`src/rtl/page_latency_pkg.sv`:
```
package page_latency_pkg;

  // Strobes issued by the control FSM to the page/idle datapath.
  typedef struct packed {
    logic loadPage;     // capture page field of the accepted address
    logic restartIdle;  // restart the inter-access idle count
  } ctrl_strobe_t;

endpackage

```
`src/rtl/page_latency_dp.sv`:
```
module page_latency_dp
  import page_latency_pkg::*;
#(
  parameter int PAGE_W = 11,
  parameter int WINDOW = 1024
) (
  input  logic              clk,
  input  logic              rstN,
  input  ctrl_strobe_t      strobe,
  input  logic [PAGE_W-1:0] pageIn,
  output logic              isHit
);

  localparam int IDLE_W = $clog2(WINDOW + 1);
  localparam logic [IDLE_W-1:0] IDLE_SAT = IDLE_W'(WINDOW);

  logic [PAGE_W-1:0] pageReg;
  logic              pageValid;
  logic [IDLE_W-1:0] idleCnt;
  logic              pageMatch;
  logic              inWindow;

  assign pageMatch = pageValid && (pageReg == pageIn);
  assign inWindow  = (idleCnt < IDLE_SAT);
  assign isHit     = pageMatch && inWindow;

  always_ff @(posedge clk) begin
    if (!rstN) begin
      pageReg   <= '0;
      pageValid <= 1'b0;
      idleCnt   <= IDLE_SAT;
    end else begin
      if (strobe.loadPage) begin
        pageReg   <= pageIn;
        pageValid <= 1'b1;
      end
      if (strobe.restartIdle) begin
        idleCnt <= '0;
      end else if (idleCnt != IDLE_SAT) begin
        idleCnt <= idleCnt + 1'b1;
      end
    end
  end

  // idle count saturates at the window and never wraps
  a_r6_idle_bounded: assert property (@(posedge clk) disable iff (!rstN)
    idleCnt <= IDLE_SAT);

  // a stale page never classifies as a hit
  a_r6_stale_is_miss: assert property (@(posedge clk) disable iff (!rstN)
    (idleCnt == IDLE_SAT) |-> !isHit);

  // a loaded page is open from the next cycle on
  a_r7_page_opened: assert property (@(posedge clk) disable iff (!rstN)
    strobe.loadPage |=> pageValid);

endmodule

```
`src/rtl/page_latency_ctrl.sv`:
```
module page_latency_ctrl
  import page_latency_pkg::*;
#(
  parameter int RD_HIT_LAT  = 4,
  parameter int RD_MISS_LAT = 8,
  parameter int WR_LAT      = 2
) (
  input  logic         clk,
  input  logic         rstN,
  input  logic         reqValid,
  input  logic         reqWrite,
  input  logic         isHit,
  output ctrl_strobe_t strobe,
  output logic         busy,
  output logic         done,
  output logic         pageHit
);

  localparam int MAX_LAT = (RD_MISS_LAT > RD_HIT_LAT)
                         ? ((RD_MISS_LAT > WR_LAT) ? RD_MISS_LAT : WR_LAT)
                         : ((RD_HIT_LAT  > WR_LAT) ? RD_HIT_LAT  : WR_LAT);
  localparam int CNT_W = $clog2(MAX_LAT + 1);

  logic             busyQ;
  logic             doneQ;
  logic             hitQ;
  logic [CNT_W-1:0] remain;
  logic             accept;
  logic [CNT_W-1:0] latSel;

  assign accept = reqValid && !busyQ;

  always_comb begin
    if (reqWrite)   latSel = CNT_W'(WR_LAT);
    else if (isHit) latSel = CNT_W'(RD_HIT_LAT);
    else            latSel = CNT_W'(RD_MISS_LAT);
  end

  always_comb begin
    strobe.loadPage    = accept;
    strobe.restartIdle = accept;
  end

  always_ff @(posedge clk) begin
    if (!rstN) begin
      busyQ  <= 1'b0;
      doneQ  <= 1'b0;
      hitQ   <= 1'b0;
      remain <= '0;
    end else if (accept) begin
      busyQ  <= 1'b1;
      doneQ  <= 1'b0;
      hitQ   <= isHit;
      remain <= latSel - 1'b1;
    end else if (busyQ) begin
      if (doneQ) begin
        busyQ <= 1'b0;
        doneQ <= 1'b0;
      end else if (remain == CNT_W'(1)) begin
        doneQ  <= 1'b1;
        remain <= '0;
      end else begin
        remain <= remain - 1'b1;
      end
    end
  end

  assign busy    = busyQ;
  assign done    = doneQ;
  assign pageHit = doneQ && hitQ;

  // Checker-only bookkeeping: cycles since acceptance and the latency promised then.
  logic [CNT_W:0]   sinceAcc;
  logic [CNT_W-1:0] promisedLat;
  always_ff @(posedge clk) begin
    if (!rstN) begin
      sinceAcc    <= '0;
      promisedLat <= '0;
    end else if (accept) begin
      sinceAcc    <= (CNT_W+1)'(1);
      promisedLat <= latSel;
    end else if (busyQ) begin
      sinceAcc <= sinceAcc + 1'b1;
    end
  end

  // completion lands exactly on the latency chosen at acceptance
  a_r3_latency_met: assert property (@(posedge clk) disable iff (!rstN)
    doneQ |-> (sinceAcc == {1'b0, promisedLat}));

  // completion strobe is a single cycle
  a_r10_done_single: assert property (@(posedge clk) disable iff (!rstN)
    doneQ |=> !doneQ);

  // busy covers the completion cycle
  a_r9_busy_with_done: assert property (@(posedge clk) disable iff (!rstN)
    doneQ |-> busyQ);

  // an access in flight keeps running and keeps its result
  a_r8_busy_holds: assert property (@(posedge clk) disable iff (!rstN)
    (busyQ && !doneQ) |=> (busyQ && $stable(hitQ)));

endmodule

```
`src/rtl/page_latency_tracker.sv`:
```
module page_latency_tracker
  import page_latency_pkg::*;
#(
  parameter int ADDR_W      = 32,
  parameter int PAGE_LO     = 12,
  parameter int PAGE_HI     = 22,
  parameter int WINDOW      = 1024,
  parameter int RD_HIT_LAT  = 4,
  parameter int RD_MISS_LAT = 8,
  parameter int WR_LAT      = 2
) (
  input  logic              clk,
  input  logic              rstN,
  input  logic              reqValid,
  input  logic [ADDR_W-1:0] reqAddr,
  input  logic              reqWrite,
  output logic              busy,
  output logic              done,
  output logic              pageHit
);

  localparam int PAGE_W = PAGE_HI - PAGE_LO + 1;

  ctrl_strobe_t      strobe;
  logic              isHit;
  logic [PAGE_W-1:0] pageField;
  logic              unusedAddrBits;

  assign pageField      = reqAddr[PAGE_HI:PAGE_LO];
  assign unusedAddrBits = ^{reqAddr[ADDR_W-1:PAGE_HI+1], reqAddr[PAGE_LO-1:0]};

  page_latency_dp #(
    .PAGE_W (PAGE_W),
    .WINDOW (WINDOW)
  ) u_dp (
    .clk    (clk),
    .rstN   (rstN),
    .strobe (strobe),
    .pageIn (pageField),
    .isHit  (isHit)
  );

  page_latency_ctrl #(
    .RD_HIT_LAT  (RD_HIT_LAT),
    .RD_MISS_LAT (RD_MISS_LAT),
    .WR_LAT      (WR_LAT)
  ) u_ctrl (
    .clk      (clk),
    .rstN     (rstN),
    .reqValid (reqValid),
    .reqWrite (reqWrite),
    .isHit    (isHit),
    .strobe   (strobe),
    .busy     (busy),
    .done     (done),
    .pageHit  (pageHit)
  );

endmodule

```
`config.mk`:
```
export PLATFORM = sky130hd
export DESIGN_NAME = page_latency_tracker
export DESIGN_NICKNAME = d
export VERILOG_FILES = /design/src/rtl/page_latency_pkg.sv /design/src/rtl/page_latency_dp.sv /design/src/rtl/page_latency_ctrl.sv /design/src/rtl/page_latency_tracker.sv
export SDC_FILE = /design/constraint.sdc
export NUM_CORES = 1
export LEC_CHECK = 0
export BUFFER_PORTS_ARGS = -buffer_cell sky130_fd_sc_hd__clkbuf_2
export CAP_MARGIN = 20
export CORE_MARGIN = 4
export CORE_UTILIZATION = 30
export DETAILED_ROUTE_END_ITERATION = 8
export HOLD_SLACK_MARGIN = 0.15
export MAX_ROUTING_LAYER = met4
export PLACE_DENSITY = 0.61
export SYNTH_ARGS = -nofsm -noshare
export SYNTH_HDL_FRONTEND = slang
export SYNTH_SLANG_ARGS = --single-unit
export TNS_END_PERCENT = 1
```
`constraint.sdc`:
```
create_clock -name clk -period 3.5 [get_ports clk]
set_input_delay 0.875 -clock clk [delete_from_list [all_inputs] [get_ports clk]]
set_output_delay 0.875 -clock clk [all_outputs]
set_load 0.1 [all_outputs]
```
**Word-level counts from Yosys, hierarchy flattened**

Index checks and enable logic that the tools add are counted.

- Flip-flop bits (word level): 30
- Bits in latches: 0
- Bits in writable memories: 0
- Bits in read-only memories: 0
- Input bits: 36
- Output and inout port bits: 3
- Logic and storage cells: 39
- Memories kept: 0

- $add $sub $neg: 3
- Multipliers: 0
- Divide/modulo/power cells: 0
- $lt $le $gt $ge: 1
- Equality and inequality tests: 4
- Shifts and indexed selects: 0
- Mux-type cells: 13
- Bitwise gates (word level): 1
- Reduce and logical (&&, ||, !) cells: 9

Operators by type and width:

| kind | number |
|---|---|
| two-way mux 4 bit | 6 |
| two-way mux 11 bit | 2 |
| adder 11 x 1 -> 11 bit, second input constant | 1 |
| equality test 11 bit | 1 |
| < comparator 11 bit, second input constant | 1 |
| inequality test 11 bit, second input constant | 1 |
| subtractor 4 x 1 -> 4 bit, second input constant | 2 |
| two-way mux 1 bit | 5 |
| equality test 4 x 1 -> 1 bit, second input constant | 1 |
| logical AND 1 bit | 4 |
| nonzero test 2 bit | 2 |
| inequality test 2 bit, second input constant | 1 |
| AND reduction 2 bit | 1 |
| OR reduction 2 bit | 1 |
| zero test 1 bit | 1 |
| NOT 1 bit | 1 |

**Longest topological paths before layout**

- Depth after elaboration: 7
- Mapped depth: 6

**Cells and area by module**

A second synthesis with hierarchy kept.

- Cell total of the unflattened synthesis: 169
- Area total of the unflattened synthesis: 1561.5 µm²

By module, submodules not included:

| module | times used | cells an instance | area an instance (µm²) | sequential area each (µm²) |
|---|---|---|---|---|
| page_latency_dp | 1 | 120 | 1129.8 | 460.4 |
| page_latency_ctrl | 1 | 49 | 431.7 | 140.1 |

**Worst setup path after synthesis**

Ideal clock, no wire load.

- Path kind: register -> output
- From: register u_ctrl.doneQ, in the netlist u_ctrl.done
- To: output port pageHit
- Data arrival time: 1.828 ns
- Required time: 2.625 ns
- Slack: 0.797 ns
- Cell stages (with the launch flop): 2
- Path through: dfxtp_1 and2_1

- Longest elaborated chain between the ends: 1

RTL lines:

| what | line | text |
|---|---|---|
| start, declared | page_latency_ctrl.sv:25 | `logic doneQ;` |
| start signal, assigned | page_latency_ctrl.sv:47 | `doneQ <= 1'b0;` |
| start signal, assigned | page_latency_ctrl.sv:52 | `doneQ <= 1'b0;` |
| start signal, assigned | page_latency_ctrl.sv:58 | `doneQ <= 1'b0;` |
| logical AND 1 bit | page_latency_ctrl.sv:70 | `assign pageHit = doneQ && hitQ;` |
| end, declared | page_latency_tracker.sv:19 | `output logic pageHit` |

Every way passes these cells.

**Worst setup path after layout**

Same ends and word-level chain as after synthesis.

==> flow_summary.toml <==
[status]
status = "complete, no violations"

[worst_setup_path]
endpoint_kind = "output port"
r2r_end = "u_dp.idleCnt[8]"
crit_chain = "and2_1 -> clkbuf_2"
slowest_stage = "clkbuf_2"
path_delay_family = "buffers and inverters"
reg2regPathDepth = 3
crit_path_max_incr_delay_ps = 460
crit_fanout = 5
r2r_start = "u_ctrl.busy"
path_buf_inv = 1
cp-start-kind = "flip-flop"
crit_required_ps = 2620
reg2reg_slack_ps = 1870
arrival_ps = 1250
setup.worst_path.class = "flip-flop to output port"

[timing]
fmax_mhz = 471
fin_crit_ps = 2120
fin_worst_skew_ps = 6.29
max_slew_margin_pct = 55.6
setup_viol = 0
fin_crit_sh_pct = 60.7
slew_viol_final = 0
final-hold-violation-count = 0
fin_setup_tns_ps = 0
hold_ws_ps = 465
tightest_slew_ps = 665
rsz0062_at_grt = "false"

[cts]
cts-root-buf = "clkbuf_8"
cts_num_sinks = 30
post_cts_resized = 0
cts-hold-fix-buffers = 0
cts_buffers = 5
cts_setup_buffers = 0
clk_latency_ps = 280
path_clk_slew_ps = 60
clockBufferDepth = 2
htreeDepth = 2
cts_tree = "done"

[hold_path]
worstHoldStart = "u_dp.pageReg[8]"
whs_path_depth = 2
worst_hold_path.endpoint = "u_dp.pageReg[8]"
hp-class = "flip-flop to flip-flop"

[placed_design]
io_buffers = 17
dp_hpwl_um = 1920
place_congestion = 0.728

[logic_synthesis]
synthFlopType = "dfxtp_1"
avgSynthCellArea_sq_um = 8.47
synth_cell_type_count = 37
yosys_warnings = 0
synth_top_cell_by_area = "dfxtp_1"
yosysMostFrequentCell = "dfxtp_1"
synth-simple-area-share_pct = 27.7
syn-num-nets = 208
synth-edff-count = 0
synth_xor_area_share_pct = 11.7
syn_area_sq_mm = 0.00142
synth_top_area_share_pct = 42.2
syn-instance-count = 168
seq_area_frac_synth_pct = 42.2
netlist_top_cells_count = "dfxtp_1, nand2_1, a21oi_1"
synthAdderAreaFrac_pct = 3.52
synth.area.top_cells = "dfxtp_1, xnor2_1, nand2_1, a21oi_1, nor2_1"
synth_compound_area_share_pct = 10.9
synth_top_family_by_area = "simple AND/OR/NAND/NOR gates"
synth.mux.area_fraction_pct = 0.704
ys_seq_elements = 30
synth-async-reset-ratio_pct = 0

[pwr]
p_total_uw = 825
irDropWorstVdd_v = 0.000166
leakage_nw = 0.629
cellPowerDensity_mw_per_mm2 = 496

[cells_and_area]
register_area_sq_um = 601
antenna_cells = 0
multi_input_area_sq_um = 776
final_nets = 228
fill_cells = 456
areaGrowthSynthToFinish_pct = 16.9
drive_gt1_share_pct = 14.8

[floorplanning]
die_w_um = 76.9
fp-row-count = 24
die_h_um = 76.9
placeableCoreArea_sq_mm = 0.00447
io_pins = 39
start_util_pct = 31.8
die_area_sq_mm = 0.00591

[routing]
remaining_drc_errors = 0
avgRoutedWirePerCell_um = 11.0
first_pass_iters = 4
antenna_left = 0
vias_per_cell = 4.64
drt_iter0_drc = 48
routed_wl_um = 2660
num_vias = 1118

[global_routing]
grt_overflow = 0
antenna_found_initial = 0
grt_pass1_wl_um = 4660
grt.total_usage_pct = 10.2
first_global_vias = 1042
grt_max_degree = 17

[job]
maxCapViolCount = 0
area by class of cell:
cell class	instances	share of cell area (%)
clock buffer	7	4.59
clock inverter	1	1.81
inverter	6	1.35
multi-input combinational	127	46.7
sequential	30	36.1
tap	52	3.91
timing repair buffer	18	5.57
metal layers:
layer  part of all wire [%]  up-vias  global-route usage, %
met3                    4.9        6                   4.80
met5                      0        -                      -
li1                       -      604                      -
met2                     42       13                   14.5
met1                     50      495                   12.0
met4                    2.6        0                   5.43
flip-flops by register name (all words and copies together), names as in the netlist:
register	cells
u_dp.pageValid	1
u_ctrl.done	1
u_ctrl.hitQ	1
u_dp.idleCnt	11
u_ctrl.remain	4
u_ctrl.busy	1
u_dp.pageReg	11
through the flow:
stage	setup WS [ps]	std cells	utilization, %	cell area (sq um)
2_1_floorplan	797	168	-	1420
3_3_place_gp	1310	233	34.8	1560
3_5_place_dp	1260	233	34.8	1560
4_1_cts	1360	241	37.2	1660
5_1_grt	1280	241	37.2	1660
6_report	1380	241	37.2	1660
tightest hold or removal path, delay by kind of cell, from the launching register on:
| kind | cells | cell delay (ps) |
|---|---|---|
| simple gates | 1 | 50 |
| flops | 1 | 320 |
| compound gates | 1 | 50 |
cells in the final DEF, fill, tap and decap left out, drive strengths merged:
cell type  Yosys  routed
a32o           1       1
nand3          3       3
nand2b         4       4
ha             4       4
nand2         25      25
bufinv         0       1
clkbuf         1      24
buf            4       1
and2           2       2
mux2i          1       1
inv            6       6
xnor2         13      13
or3            2       2
nand4          4       4
nand4b         1       1
nor2          17      17
nand3b         2       2
nor2b          1       1
and3           1       1
and4           1       1
dfxtp         30      30
or3b           1       1
xor2           6       6
o21a           1       1
o31ai          1       1
o21ai          5       5
nor4b          1       1
nor4           2       2
a211oi         2       2
nor3b          3       3
a21oi         18      18
nor3           3       3
and2b          2       2
kinds of logic (layout without fill, tap and decap cells):
| logic type | after synthesis | count (layout) |
|---|---|---|
| AO/OA/AOI/OAI | 28 | 28 |
| XOR/XNOR | 19 | 19 |
| adder cells (fa/ha/maj) | 4 | 4 |
| buffers and inverters | 11 | 32 |
| flip-flops | 30 | 30 |
| multiplexers | 1 | 1 |
| AND/OR/NAND/NOR | 75 | 75 |
worst max path at each step:
| stage | from | to | cells after the start |
|---|---|---|---|
| after floorplan | u_ctrl.done | pageHit | 1 |
| after global placement | reqValid | u_dp.idleCnt[8] | 4 |
| after detailed placement | reqValid | u_dp.idleCnt[8] | 4 |
| after CTS | u_ctrl.done | pageHit | 2 |
| after global routing | u_ctrl.done | pageHit | 2 |
| final | u_ctrl.done | pageHit | 2 |
report_power, final:
group / internal, mW / total, mW / switching (mW) / leakage, nW
Clock: 0.213 / 0.338 / 0.126 / 0.0524
Sequential: 0.360 / 0.375 / 0.0154 / 0.245
Combinational: 0.0477 / 0.111 / 0.0632 / 0.332
Note: power is estimated with default switching activity, not from simulation.
